--- src/rtl/pwmc_pkg.sv ---
package pwmc_pkg;

  localparam int CNT_W   = 16;
  localparam int PRE_W   = 8;
  localparam int DIV_W   = 4;
  localparam int DIV_MAX = 8;

  localparam logic [31:0] GATE_ADDR = 32'h40;
  localparam logic [31:0] EN_ADDR   = 32'h80;

  typedef struct packed {
    logic [1:0]       src;
    logic [DIV_W-1:0] div;
  } pair_cfg_t;

  typedef struct packed {
    logic             pol;
    logic [PRE_W-1:0] pre;
  } ctl_t;

  typedef struct packed {
    logic [CNT_W-1:0] entire;
    logic [CNT_W-1:0] active;
  } per_t;

  function automatic logic [31:0] pair_addr(input int p);
    return 32'(32'h20 + 4 * p);
  endfunction

  function automatic logic [31:0] ctl_addr(input int c);
    return 32'(32'h100 + 32'h20 * c);
  endfunction

  function automatic logic [31:0] per_addr(input int c);
    return 32'(32'h104 + 32'h20 * c);
  endfunction

  // mask of low divider bits that must all be set for a divided tick
  function automatic logic [PRE_W-1:0] div_mask(input logic [DIV_W-1:0] d);
    logic [DIV_W-1:0] eff;
    logic [PRE_W:0]   m;
    eff = (d > DIV_W'(DIV_MAX)) ? DIV_W'(DIV_MAX) : d;
    m   = ((PRE_W+1)'(1) << eff) - (PRE_W+1)'(1);
    return m[PRE_W-1:0];
  endfunction

  function automatic logic [CNT_W-1:0] next_count(input logic [CNT_W-1:0] c,
                                                  input logic [CNT_W-1:0] e);
    return (c >= e) ? '0 : c + CNT_W'(1);
  endfunction

  function automatic logic out_level(input logic [CNT_W-1:0] c,
                                     input logic [CNT_W-1:0] a,
                                     input logic pol);
    return (c < a) ? pol : ~pol;
  endfunction

endpackage

--- src/rtl/pwmc_regs.sv ---
module pwmc_regs
  import pwmc_pkg::*;
#(
  parameter int NUM_CH = 16,
  parameter int ADDR_W = 12,
  localparam int NP    = (NUM_CH + 1) / 2
) (
  input  logic              clk,
  input  logic              rst_n,
  input  logic              wr_i,
  input  logic [ADDR_W-1:0] addr_i,
  input  logic [31:0]       wdata_i,
  output logic [31:0]       rdata_o,
  output pair_cfg_t         pair_o [NP],
  output logic [NUM_CH-1:0] gate_o,
  output logic [NUM_CH-1:0] bypass_o,
  output logic [NUM_CH-1:0] en_o,
  output ctl_t              ctl_o [NUM_CH],
  output per_t              per_o [NUM_CH]
);

  logic [31:0] a32;
  assign a32 = 32'(addr_i);

  always_ff @(posedge clk) begin
    if (!rst_n) begin
      gate_o   <= '0;
      bypass_o <= '0;
      en_o     <= '0;
      for (int p = 0; p < NP; p++) pair_o[p] <= '0;
      for (int c = 0; c < NUM_CH; c++) begin
        ctl_o[c] <= '0;
        per_o[c] <= '0;
      end
    end else if (wr_i) begin
      if (a32 == GATE_ADDR) begin
        gate_o   <= wdata_i[NUM_CH-1:0];
        bypass_o <= wdata_i[16 +: NUM_CH];
      end
      if (a32 == EN_ADDR) en_o <= wdata_i[NUM_CH-1:0];
      for (int p = 0; p < NP; p++)
        if (a32 == pair_addr(p)) pair_o[p] <= '{src: wdata_i[8:7], div: wdata_i[3:0]};
      for (int c = 0; c < NUM_CH; c++) begin
        if (a32 == ctl_addr(c)) ctl_o[c] <= '{pol: wdata_i[8], pre: wdata_i[7:0]};
        if (a32 == per_addr(c)) per_o[c] <= wdata_i;
      end
    end
  end

  always_comb begin
    rdata_o = '0;
    if (a32 == GATE_ADDR) begin
      rdata_o[NUM_CH-1:0]   = gate_o;
      rdata_o[16 +: NUM_CH] = bypass_o;
    end
    if (a32 == EN_ADDR) rdata_o[NUM_CH-1:0] = en_o;
    for (int p = 0; p < NP; p++)
      if (a32 == pair_addr(p)) begin
        rdata_o[8:7] = pair_o[p].src;
        rdata_o[3:0] = pair_o[p].div;
      end
    for (int c = 0; c < NUM_CH; c++) begin
      if (a32 == ctl_addr(c)) begin
        rdata_o[8]   = ctl_o[c].pol;
        rdata_o[7:0] = ctl_o[c].pre;
      end
      if (a32 == per_addr(c)) rdata_o = per_o[c];
    end
  end

  // a write to the enable register lands on the next cycle
  p_en_write_r2: assert property (@(posedge clk) disable iff (!rst_n)
    (wr_i && a32 == EN_ADDR) |=> (en_o == $past(wdata_i[NUM_CH-1:0])));

endmodule

--- src/rtl/pwmc_pair_div.sv ---
module pwmc_pair_div
  import pwmc_pkg::*;
(
  input  logic      clk,
  input  logic      rst_n,
  input  logic      osc_tick_i,
  input  logic      bus_tick_i,
  input  pair_cfg_t cfg_i,
  output logic      src_tick_o,
  output logic      div_tick_o
);

  logic [PRE_W-1:0] cnt_q;
  logic [PRE_W-1:0] mask;

  always_comb begin
    unique case (cfg_i.src)
      2'd0:    src_tick_o = osc_tick_i;
      2'd1:    src_tick_o = bus_tick_i;
      default: src_tick_o = 1'b0;
    endcase
  end

  assign mask       = div_mask(cfg_i.div);
  assign div_tick_o = src_tick_o && ((cnt_q & mask) == mask);

  always_ff @(posedge clk) begin
    if (!rst_n)          cnt_q <= '0;
    else if (src_tick_o) cnt_q <= cnt_q + PRE_W'(1);
  end

  // a divided tick is always one of the source ticks
  p_div_src_r6: assert property (@(posedge clk) disable iff (!rst_n)
    div_tick_o |-> src_tick_o);

  // exponent zero passes every source tick
  p_div_zero_r6: assert property (@(posedge clk) disable iff (!rst_n)
    (cfg_i.div == '0) |-> (div_tick_o == src_tick_o));

endmodule

--- src/rtl/pwmc_chan.sv ---
module pwmc_chan
  import pwmc_pkg::*;
(
  input  logic clk,
  input  logic rst_n,
  input  logic en_i,
  input  logic gate_i,
  input  logic bypass_i,
  input  ctl_t ctl_i,
  input  per_t per_i,
  input  logic src_tick_i,
  input  logic div_tick_i,
  output logic pwm_o,
  output logic oe_o
);

  logic [PRE_W-1:0] pre_q;
  logic [CNT_W-1:0] cnt_q;
  logic             pre_done;
  logic             scaled_tick;

  assign pre_done    = (pre_q >= ctl_i.pre);
  assign scaled_tick = en_i && gate_i && div_tick_i && pre_done;

  always_ff @(posedge clk) begin
    if (!rst_n || !en_i) begin
      pre_q <= '0;
      cnt_q <= '0;
    end else if (gate_i && div_tick_i) begin
      pre_q <= pre_done ? '0 : pre_q + PRE_W'(1);
      if (pre_done) cnt_q <= next_count(cnt_q, per_i.entire);
    end
  end

  assign pwm_o = bypass_i ? src_tick_i : out_level(cnt_q, per_i.active, ctl_i.pol);
  assign oe_o  = en_i;

  // a disabled channel sits at zero
  p_idle_clear_r4: assert property (@(posedge clk) disable iff (!rst_n)
    !en_i |=> (cnt_q == '0 && pre_q == '0));

  // gated channel holds its count
  p_freeze_r11: assert property (@(posedge clk) disable iff (!rst_n)
    (en_i && !gate_i) |=> $stable(cnt_q));

  // at or beyond the limit the next tick returns to zero
  p_wrap_r10: assert property (@(posedge clk) disable iff (!rst_n)
    (scaled_tick && cnt_q >= per_i.entire) |=> (cnt_q == '0));

  // below the limit each tick advances by one
  p_step_r8: assert property (@(posedge clk) disable iff (!rst_n)
    (scaled_tick && cnt_q < per_i.entire) |=> (cnt_q == $past(cnt_q) + CNT_W'(1)));

endmodule

--- src/rtl/pwm_pair_ctrl.sv ---
module pwm_pair_ctrl
  import pwmc_pkg::*;
#(
  parameter int NUM_CH = 16,
  parameter int ADDR_W = 12
) (
  input  logic              clk,
  input  logic              rst_n,
  input  logic              osc_tick,
  input  logic              bus_tick,
  input  logic              reg_wr,
  input  logic [ADDR_W-1:0] reg_addr,
  input  logic [31:0]       reg_wdata,
  output logic [31:0]       reg_rdata,
  output logic [NUM_CH-1:0] pwm_out,
  output logic [NUM_CH-1:0] pwm_oe
);

  localparam int NP = (NUM_CH + 1) / 2;

  pair_cfg_t         pair_cfg [NP];
  ctl_t              ctl      [NUM_CH];
  per_t              per      [NUM_CH];
  logic [NUM_CH-1:0] gate, bypass, en;
  logic [NP-1:0]     src_tick, div_tick;

  pwmc_regs #(.NUM_CH(NUM_CH), .ADDR_W(ADDR_W)) u_regs (
    .clk      (clk),
    .rst_n    (rst_n),
    .wr_i     (reg_wr),
    .addr_i   (reg_addr),
    .wdata_i  (reg_wdata),
    .rdata_o  (reg_rdata),
    .pair_o   (pair_cfg),
    .gate_o   (gate),
    .bypass_o (bypass),
    .en_o     (en),
    .ctl_o    (ctl),
    .per_o    (per)
  );

  for (genvar p = 0; p < NP; p++) begin : g_pair
    pwmc_pair_div u_div (
      .clk        (clk),
      .rst_n      (rst_n),
      .osc_tick_i (osc_tick),
      .bus_tick_i (bus_tick),
      .cfg_i      (pair_cfg[p]),
      .src_tick_o (src_tick[p]),
      .div_tick_o (div_tick[p])
    );
  end

  for (genvar c = 0; c < NUM_CH; c++) begin : g_chan
    localparam int PAIR = c / 2;
    pwmc_chan u_chan (
      .clk        (clk),
      .rst_n      (rst_n),
      .en_i       (en[c]),
      .gate_i     (gate[c]),
      .bypass_i   (bypass[c]),
      .ctl_i      (ctl[c]),
      .per_i      (per[c]),
      .src_tick_i (src_tick[PAIR]),
      .div_tick_i (div_tick[PAIR]),
      .pwm_o      (pwm_out[c]),
      .oe_o       (pwm_oe[c])
    );
  end

endmodule

--- config.mk ---
export PLATFORM = sky130hd
export DESIGN_NAME = pwm_pair_ctrl
export DESIGN_NICKNAME = d
export VERILOG_FILES = /design/src/rtl/pwmc_pkg.sv /design/src/rtl/pwmc_regs.sv /design/src/rtl/pwmc_pair_div.sv /design/src/rtl/pwmc_chan.sv /design/src/rtl/pwm_pair_ctrl.sv
export SDC_FILE = /design/constraint.sdc
export NUM_CORES = 2
export LEC_CHECK = 0
export ABC_AREA = 1
export BUFFER_PORTS_ARGS = -buffer_cell sky130_fd_sc_hd__buf_2
export CORE_UTILIZATION = 45
export CTS_BUF_LIST = sky130_fd_sc_hd__clkbuf_2 sky130_fd_sc_hd__clkbuf_4 sky130_fd_sc_hd__clkbuf_8
export DETAILED_ROUTE_END_ITERATION = 12
export GPL_TIMING_DRIVEN = 0
export PLACE_DENSITY_LB_ADDON = 0.1
export SLEW_MARGIN = 20
export SYNTH_ARGS = -nofsm -noshare
export SYNTH_HDL_FRONTEND = slang
export SYNTH_HIERARCHICAL = 1
export SYNTH_SLANG_ARGS = --single-unit
--- constraint.sdc ---
create_clock -name clk -period 10.41 [get_ports clk]
set_input_delay 3.123 -clock clk [delete_from_list [all_inputs] [get_ports clk]]
set_output_delay 3.123 -clock clk [all_outputs]
set_load 0.01 [all_outputs]
Yosys cells after proc, flatten, opt, wreduce, memory -nomap -nowiden
Cells that the tools add are included.

Bits in registers: 1200. Bits in latches: 0. Bits in writable memories: 0. Memory bits (read-only): 0. Input port bits: 49. Word-level logic and storage cells: 570. Memories kept: 0.

$add $sub $neg: 48. Multipliers: 0. Divide/modulo/power cells: 0. Magnitude comparators: 56. Equal/unequal tests: 58. Shift operators: 8. Muxes and demuxes: 130. Bitwise operators: 24. Reduce and logical (&&, ||, !) cells: 123.

Operator list (count): 32-bit 2-to-1 mux (17); 16-bit 2-to-1 mux (17); 16-bit by 1-bit adder with 16-bit output (second input constant) (16); 16-bit greater-or-equal comparator (16); 16-bit less-than comparator (16); 8-bit by 1-bit adder with 8-bit output (second input constant) (24); 12-bit by 10-bit equality test with 1-bit output (second input constant) (16); 12-bit by 9-bit equality test with 1-bit output (second input constant) (16); 9-bit 2-to-1 mux (16); 8-bit greater-or-equal comparator (16); 8-bit 2-to-1 mux (16); 2-bit AND reduction (58); 12-bit by 6-bit equality test with 1-bit output (second input constant) (8); 8-bit bitwise AND (8); 8-bit equality test (8); 4-bit 2-to-1 mux (16); 1-bit by 4-bit << shifter with 8-bit output (first input constant) (8); 8-bit by 2-bit subtractor with 8-bit output (second input constant) (8); 4-bit > comparator (second input constant) (8); 1-bit 2-to-1 mux (32); 1-bit logical AND (24); 1-bit zero test (17); 2-bit by 1-bit equality test with 1-bit output (second input constant) (8); 2-bit zero test (8); 6 further kinds (50).

Depth between registers and ports, before layout
Depth after elaboration: 43. Gate-level depth with buffers: 56. Depth with buffers taken out: 55.

Modules after synthesis
Netlist, hierarchy kept.

Modules (own cells, without submodules): pwmc_chan (instances 16, cells an instance 355, area an instance 2404.8 um2, sequential area each 480.5 um2); pwmc_regs (instances 1, cells an instance 4892, area an instance 33495.9 um2, sequential area each 15054.4 um2); pwmc_pair_div (instances 8, cells an instance 98, area an instance 598.1 um2, sequential area each 160.2 um2).

Worst setup path after synthesis
Ideal clock, no wire load.

Kind: input-to-output. Start: in reg_addr[1]. End: out reg_rdata[7]. Arrival: 5993 ps. Data required time: 7287 ps. Path slack: 1294 ps. Stages: 49. Buffers on the path: 2. Path through: nor2_2 -> nand2_1 -> buf_4 -> nor2_4 -> nand2_2 -> buf_4 -> nor2_1 -> o211ai_1 -> nand3b_1 -> nand2_1 -> nand3b_1 -> nand2_1 -> nand3_1 -> nand2_1 -> nand2_1 -> nand2_1 -> nand2_1 -> nand2_1 -> [... 13 more ...] -> nand2_1 -> nand2_1 -> nand2_1 -> nand2_1 -> nand2_1 -> nand2_1 -> nand2_1 -> nand2_1 -> nand2_1 -> nand2_1 -> nand2_1 -> nand2_1 -> nand2_1 -> nand3_1 -> nand2_1 -> nand2_1 -> nand2_1 -> a21oi_1.

Longest elaborated chain between the ends: 43. Elaborated cells between the ends (all ways): 84.

RTL lines: start: declaration (line pwm_pair_ctrl.sv:12) `input logic [ADDR_W-1:0] reg_addr,`; 12-bit by 7-bit equality test with 1-bit output (line pwmc_regs.sv:52) `if (a32 == GATE_ADDR) begin`; 32-bit 2-to-1 mux (line pwmc_regs.sv:52); 16-bit 2-to-1 mux (line pwmc_regs.sv:56) `if (a32 == EN_ADDR) rdata_o[NUM_CH-1:0] = en_o;`; 2-bit 2-to-1 mux (8 in a row) (line pwmc_regs.sv:58) `if (a32 == pair_addr(p)) begin`; 9-bit 2-to-1 mux (line pwmc_regs.sv:63) `if (a32 == ctl_addr(c)) begin`; 32-bit 2-to-1 mux (line pwmc_regs.sv:67) `if (a32 == per_addr(c)) rdata_o = per_o[c];`; 9-bit 2-to-1 mux (line pwmc_regs.sv:63); 32-bit 2-to-1 mux (line pwmc_regs.sv:67); [... 20 more ...]; 9-bit 2-to-1 mux (line pwmc_regs.sv:63); 32-bit 2-to-1 mux (line pwmc_regs.sv:67); 9-bit 2-to-1 mux (line pwmc_regs.sv:63); 32-bit 2-to-1 mux (line pwmc_regs.sv:67); 9-bit 2-to-1 mux (line pwmc_regs.sv:63); 32-bit 2-to-1 mux (line pwmc_regs.sv:67); 9-bit 2-to-1 mux (line pwmc_regs.sv:63); 32-bit 2-to-1 mux * (line pwmc_regs.sv:67); end: declaration (line pwm_pair_ctrl.sv:14) `output logic [31:0] reg_rdata,`.

Mark *: on every way between the ends. The rest lies on a longest branch, timed or not.

Worst setup path in the final report
Start: in reg_addr[10]. End: out reg_rdata[4].

Longest elaborated chain between the ends: 35. Elaborated cells between the ends (all ways): 68.

RTL lines (line): 12-bit by 7-bit equality test with 1-bit output (pwmc_regs.sv:52); 32-bit 2-to-1 mux (pwmc_regs.sv:52); 16-bit 2-to-1 mux (pwmc_regs.sv:56); 9-bit 2-to-1 mux (pwmc_regs.sv:63); 32-bit 2-to-1 mux (pwmc_regs.sv:67); 9-bit 2-to-1 mux (pwmc_regs.sv:63); 32-bit 2-to-1 mux (pwmc_regs.sv:67); 9-bit 2-to-1 mux (pwmc_regs.sv:63); [... 19 more ...]; 9-bit 2-to-1 mux (pwmc_regs.sv:63); 32-bit 2-to-1 mux (pwmc_regs.sv:67); 9-bit 2-to-1 mux (pwmc_regs.sv:63); 32-bit 2-to-1 mux (pwmc_regs.sv:67); 9-bit 2-to-1 mux (pwmc_regs.sv:63); 32-bit 2-to-1 mux (pwmc_regs.sv:67); 9-bit 2-to-1 mux (pwmc_regs.sv:63); 32-bit 2-to-1 mux * (pwmc_regs.sv:67).

Marked as above.

==> results.md <==
- The flow ran to the end, but the final reports show violations.
- The final reports fail on negative setup slack.
- Entering global routing, the biggest net connects 80 pins.
- The die height is 415.0 um.
- In this run the cell area measured after placement is 80790 sq um.
- The critical path startpoint category is a primary input.
- The total routing usage reported by global routing is 0.3604.
- The via count of the first global-routing pass is 71400.
- The die covers 172200 sq um.
- Of all nets on the critical path, the largest fanout is 10.
- TritonCTS built the clock tree.
- The count of buffers added on input and output ports is 89.
- The area share of the leading cell type in the synthesized netlist is 0.3130.
- The number of hold buffers added after CTS is 0.
- Compared with the post-synthesis result, the final layout area differs by 15.93%.
- The top achievable clock speed is 90.47 MHz.
- The final critical-path share of the clock period is 1.062.
- The net count of the mapped netlist is 12080.
- The detailed-route via count is 77990.
- The synthesized flop and latch total is 1200.
- Setup repair after global routing could not meet its margin everywhere.
- In this run the cell area of the synthesized design comes to 76760 sq um.
- Dividing the detail-routed wire length by the instance count gives 22.73 um.
- The fraction of the mapped netlist area in simple logic gates is 0.2783.
- The endpoint arrival time on the critical path is 7.93 ns.
- The number of slew-limit violations in the final report was 0.
- In this run the deepest clock path goes through 3 buffers.
- The most frequent cell on the critical path is nand2_1.
- The number of clock sinks seen by CTS is 1200.
- Max-cap violations in this run came to 0.
- The detail route stage leaves a number of antenna-violating nets equal to 0.
- The floorplan step defined a core boundary enclosing 169500 sq um.
- The largest family of logic cells by synthesized area is simple AND/OR/NAND/NOR gates.
- Summed over all layers, the global routing overflow is 0.
- The path type of the worst min-delay path is reg -> reg.
- For this run, design rule violations remaining after detail routing come to 0.
- The wire length of the first global-routing pass is 461.1 mm.
- The library cell used as clock root buffer is clkbuf_8.
- The time the final worst path needs with I/O delays and setup is 11.05 ns.
- The filler cell count in the final layout is 16990.
- After detailed routing, the total wire length is 322.5 mm.
- The level count of the clock H-tree is 4.
- The clock input transition at the sequential cells of the worst setup and hold paths is 0.05 ns.
- The commonest cells after synthesis are nand2_1, inv_1, dfxtp_1.
- Of the total synthesized cell area, the portion taken by full adders, half adders and majority gates is 0.1095.
- Setup violations remaining at the end of the flow were counted as 30.
- The highest ir drop seen on vdd is 0.1432 mV.
- At the pin with the least slew margin, the transition time is 1.264 ns.
- The dominant cell type by area after synthesis is dfxtp_1.
- The layout cell share with drive strength beyond 1 is 0.1605.
- The number of enable-type register cells in the synthesized netlist is 0.
- The number of nets at the end of the flow is 12500.
- The cell count after synthesis came out at 11360.
- The clock reaches the later pin of the worst-skew pair after 1.01 ns.
- The die is 415.0 um wide.
- The dominant synthesized flop cell is dfxtp_1.
- Of the post-synthesis cell area, the part taken by muxes is 0.
- The ratio of total power to cell area is 113.2 nW/um^2.
- The initial utilization of the core area, before any placement, comes to 0.4529.
- The total half-perimeter wirelength after legalization and detailed placement is 247.9 mm.
- Each instance of the synthesized netlist takes up on average 6.759 sq um.
- The yosys synthesis warning count is 6.
- Of the total synthesized cell area, the portion taken by XOR and XNOR cells is 0.009128.
- The share of synthesized flip-flops with an asynchronous set or reset is 0.
- The post-synthesis sequential area ratio is 0.3130.
- The number of distinct library cell variants in the gate-level netlist after synthesis is 51.
- The number of antenna violations at the first check in global routing is 21.
- Among all stages on the critical path, the largest delay is contributed by inv_1.
- The initialized floorplan defines 151 standard-cell rows.
- The first routing iteration left 8368 violations.
- During I/O placement, the number of pins put on the boundary was 113.
- The congestion estimate from routability-driven global placement came to 1.008.
- By startpoint and endpoint, the worst setup path is classified as in -> out.
- The longest individual stage delay on the worst path is 0.27 ns.
- The critical path data required time is 7.29 ns.
- After routing the design area is 88990 sq um.
- The setup skew after layout is 0.03962 ns.
- The most repeated cell in the gate-level netlist after synthesis is nand2_1.
- After layout, the worst setup slack is -0.6435 ns.
- The total count of hold-check failures in the final report is 0.
- The setup total negative slack is -8.270 ns.
- The number of buffers created by CTS is 222.
- The iteration count of the initial detailed-routing pass is 8.
- In this run the tightest slew margin relative to its limit is 0.1571.
- Using the TritonRoute via totals, the vias-per-cell ratio works out to 5.498.
- For this design the static power due to leakage is 38.81 nW.
- In the post-synthesis netlist, the biggest area contributors are dfxtp_1, ha_1, nand2_1, inv_1, o21ai_0.
- The post-synthesis compound-gate area fraction is 0.1657.
- The endpoint kind of the worst setup timing path is an output pin.
-- path summary, 6_finish.rpt --
check,start,to,slack [ns],cells past startpoint
setup / recovery,reg_addr[10],reg_rdata[4],-0.64,38
hold / removal,g_pair[0].u_div/cnt_q[5]$_SDFFE_PN0P_,g_pair[0].u_div/cnt_q[5]$_SDFFE_PN0P_,0.46,2
setup reg to reg,u_regs/pair_o[15]$_SDFFE_PN0P_,g_chan[10].u_chan/cnt_q[8]$_SDFFE_PP0P_,6.38,18
hold reg to reg,g_pair[0].u_div/cnt_q[5]$_SDFFE_PN0P_,g_pair[0].u_div/cnt_q[5]$_SDFFE_PN0P_,0.46,2
-- worst max-delay path, delay by kind of cell --
kind / cells / cell delay [ns]
simple gates: 23 / 2.27
compound gates: 11 / 1.74
buf+inv: 4 / 0.76
-- state kept, by name, summed over array words and instances (netlist names) --
name and count:
g_chan.u_chan/pre_q 128, g_pair.u_div/cnt_q 64, u_regs/bypass_o 16, u_regs/pair_o 48, g_chan.u_chan/cnt_q 256, u_regs/per_o 512, u_regs/gate_o 16, u_regs/en_o 16
u_regs/ctl_o 144
-- metal layers --
metal | global-route usage | routed length [um] | vias up
li1 | - | - | 37280
met1 | 0.4608 | 132100 | 36330
met2 | 0.5461 | 136400 | 3405
met3 | 0.08005 | 30230 | 968
met4 | 0.2323 | 23710 | 10
met5 | 0 | 58 | -
-- area by class of cell --
| cell class | count | area (sq um) | area share |
|---|---|---|---|
| flip-flops and latches | 1200 | 24020 | 0.2700 |
| repair inverters | 1 | 7.507 | 0.00008436 |
| clock buffers | 358 | 4508 | 0.05066 |
| multi-input cells | 7763 | 45340 | 0.5096 |
| inverters | 1927 | 7259 | 0.08158 |
| diodes | 19 | 47.55 | 0.0005343 |
| plain buffers | 466 | 2769 | 0.03112 |
| well taps | 2218 | 2775 | 0.03119 |
| clock inverters | 40 | 317.8 | 0.003571 |
| repair buffers | 193 | 1934 | 0.02174 |
-- report_power, final --
| part | leakage, nW | internal [mW] | switching, mW |
|---|---|---|---|
| Sequential | 9.66 | 4.60 | 0.00747 |
| Combinational | 26.6 | 0.0899 | 0.375 |
| Clock | 2.58 | 2.81 | 2.19 |
| Total | 38.8 | 7.51 | 2.57 |
-- kinds of logic (layout without fill, tap and decap cells) --
logic type / Yosys count / after routing
AO/OA/AOI/OAI: 2361 / 2361
XOR/XNOR: 80 / 80
adder cells (fa/ha/maj): 672 / 672
buffers and inverters: 2393 / 2985
flip-flops: 1200 / 1200
other: 0 / 19
AND/OR/NAND/NOR: 4650 / 4650
-- what timing repair did --
action                                  4_1_cts  5_1_grt
pin swaps                                    94      176
setup buffers                                24       56
resized for setup                           384      526
endpoints found under the setup margin       32       32
cloned                                        0        1
-- layout by cell type, fill, tap and decap left out, types with 33 or more instances in the layout --
cell type and instances:
buf_4 81, o211ai_1 35, nand3_2 85, nand2_8 33
nand2_2 307, a21oi_1 936, clkbuf_8 291, dfxtp_1 1200
xor2_1 48, ha_1 672, o21bai_1 48, o21bai_2 33
clkbuf_4 72, o21ai_2 135, nand4_1 97, or2_2 44
o21ai_0 941, o21ai_1 56, buf_6 68, buf_2 113
inv_1 1845, nor2_1 1119, nand3_1 470, clkbuf_1 260
nand3b_1 50, nor2_2 185, nor3_1 117, nor2_4 50
nand2_1 1980, inv_2 55, clkbuf_2 53
-- stage by stage --
step                utilization  setup slack, ns  std cells  power, mW  hold WS [ns]
finish                   0.5251          -0.6435      14190      10.08        0.4613
global route             0.5248          -0.7718      14170      10.34        0.4904
CTS                      0.5133          -0.5484      14110      10.11        0.4648
detailed placement       0.4767           -1.484      13690      5.127        0.4560
global placement         0.4719           -1.512      13660      5.090        0.4519
floorplan                     -            1.294      11360      4.842        0.4363
(Power assumes the default switching activity.)
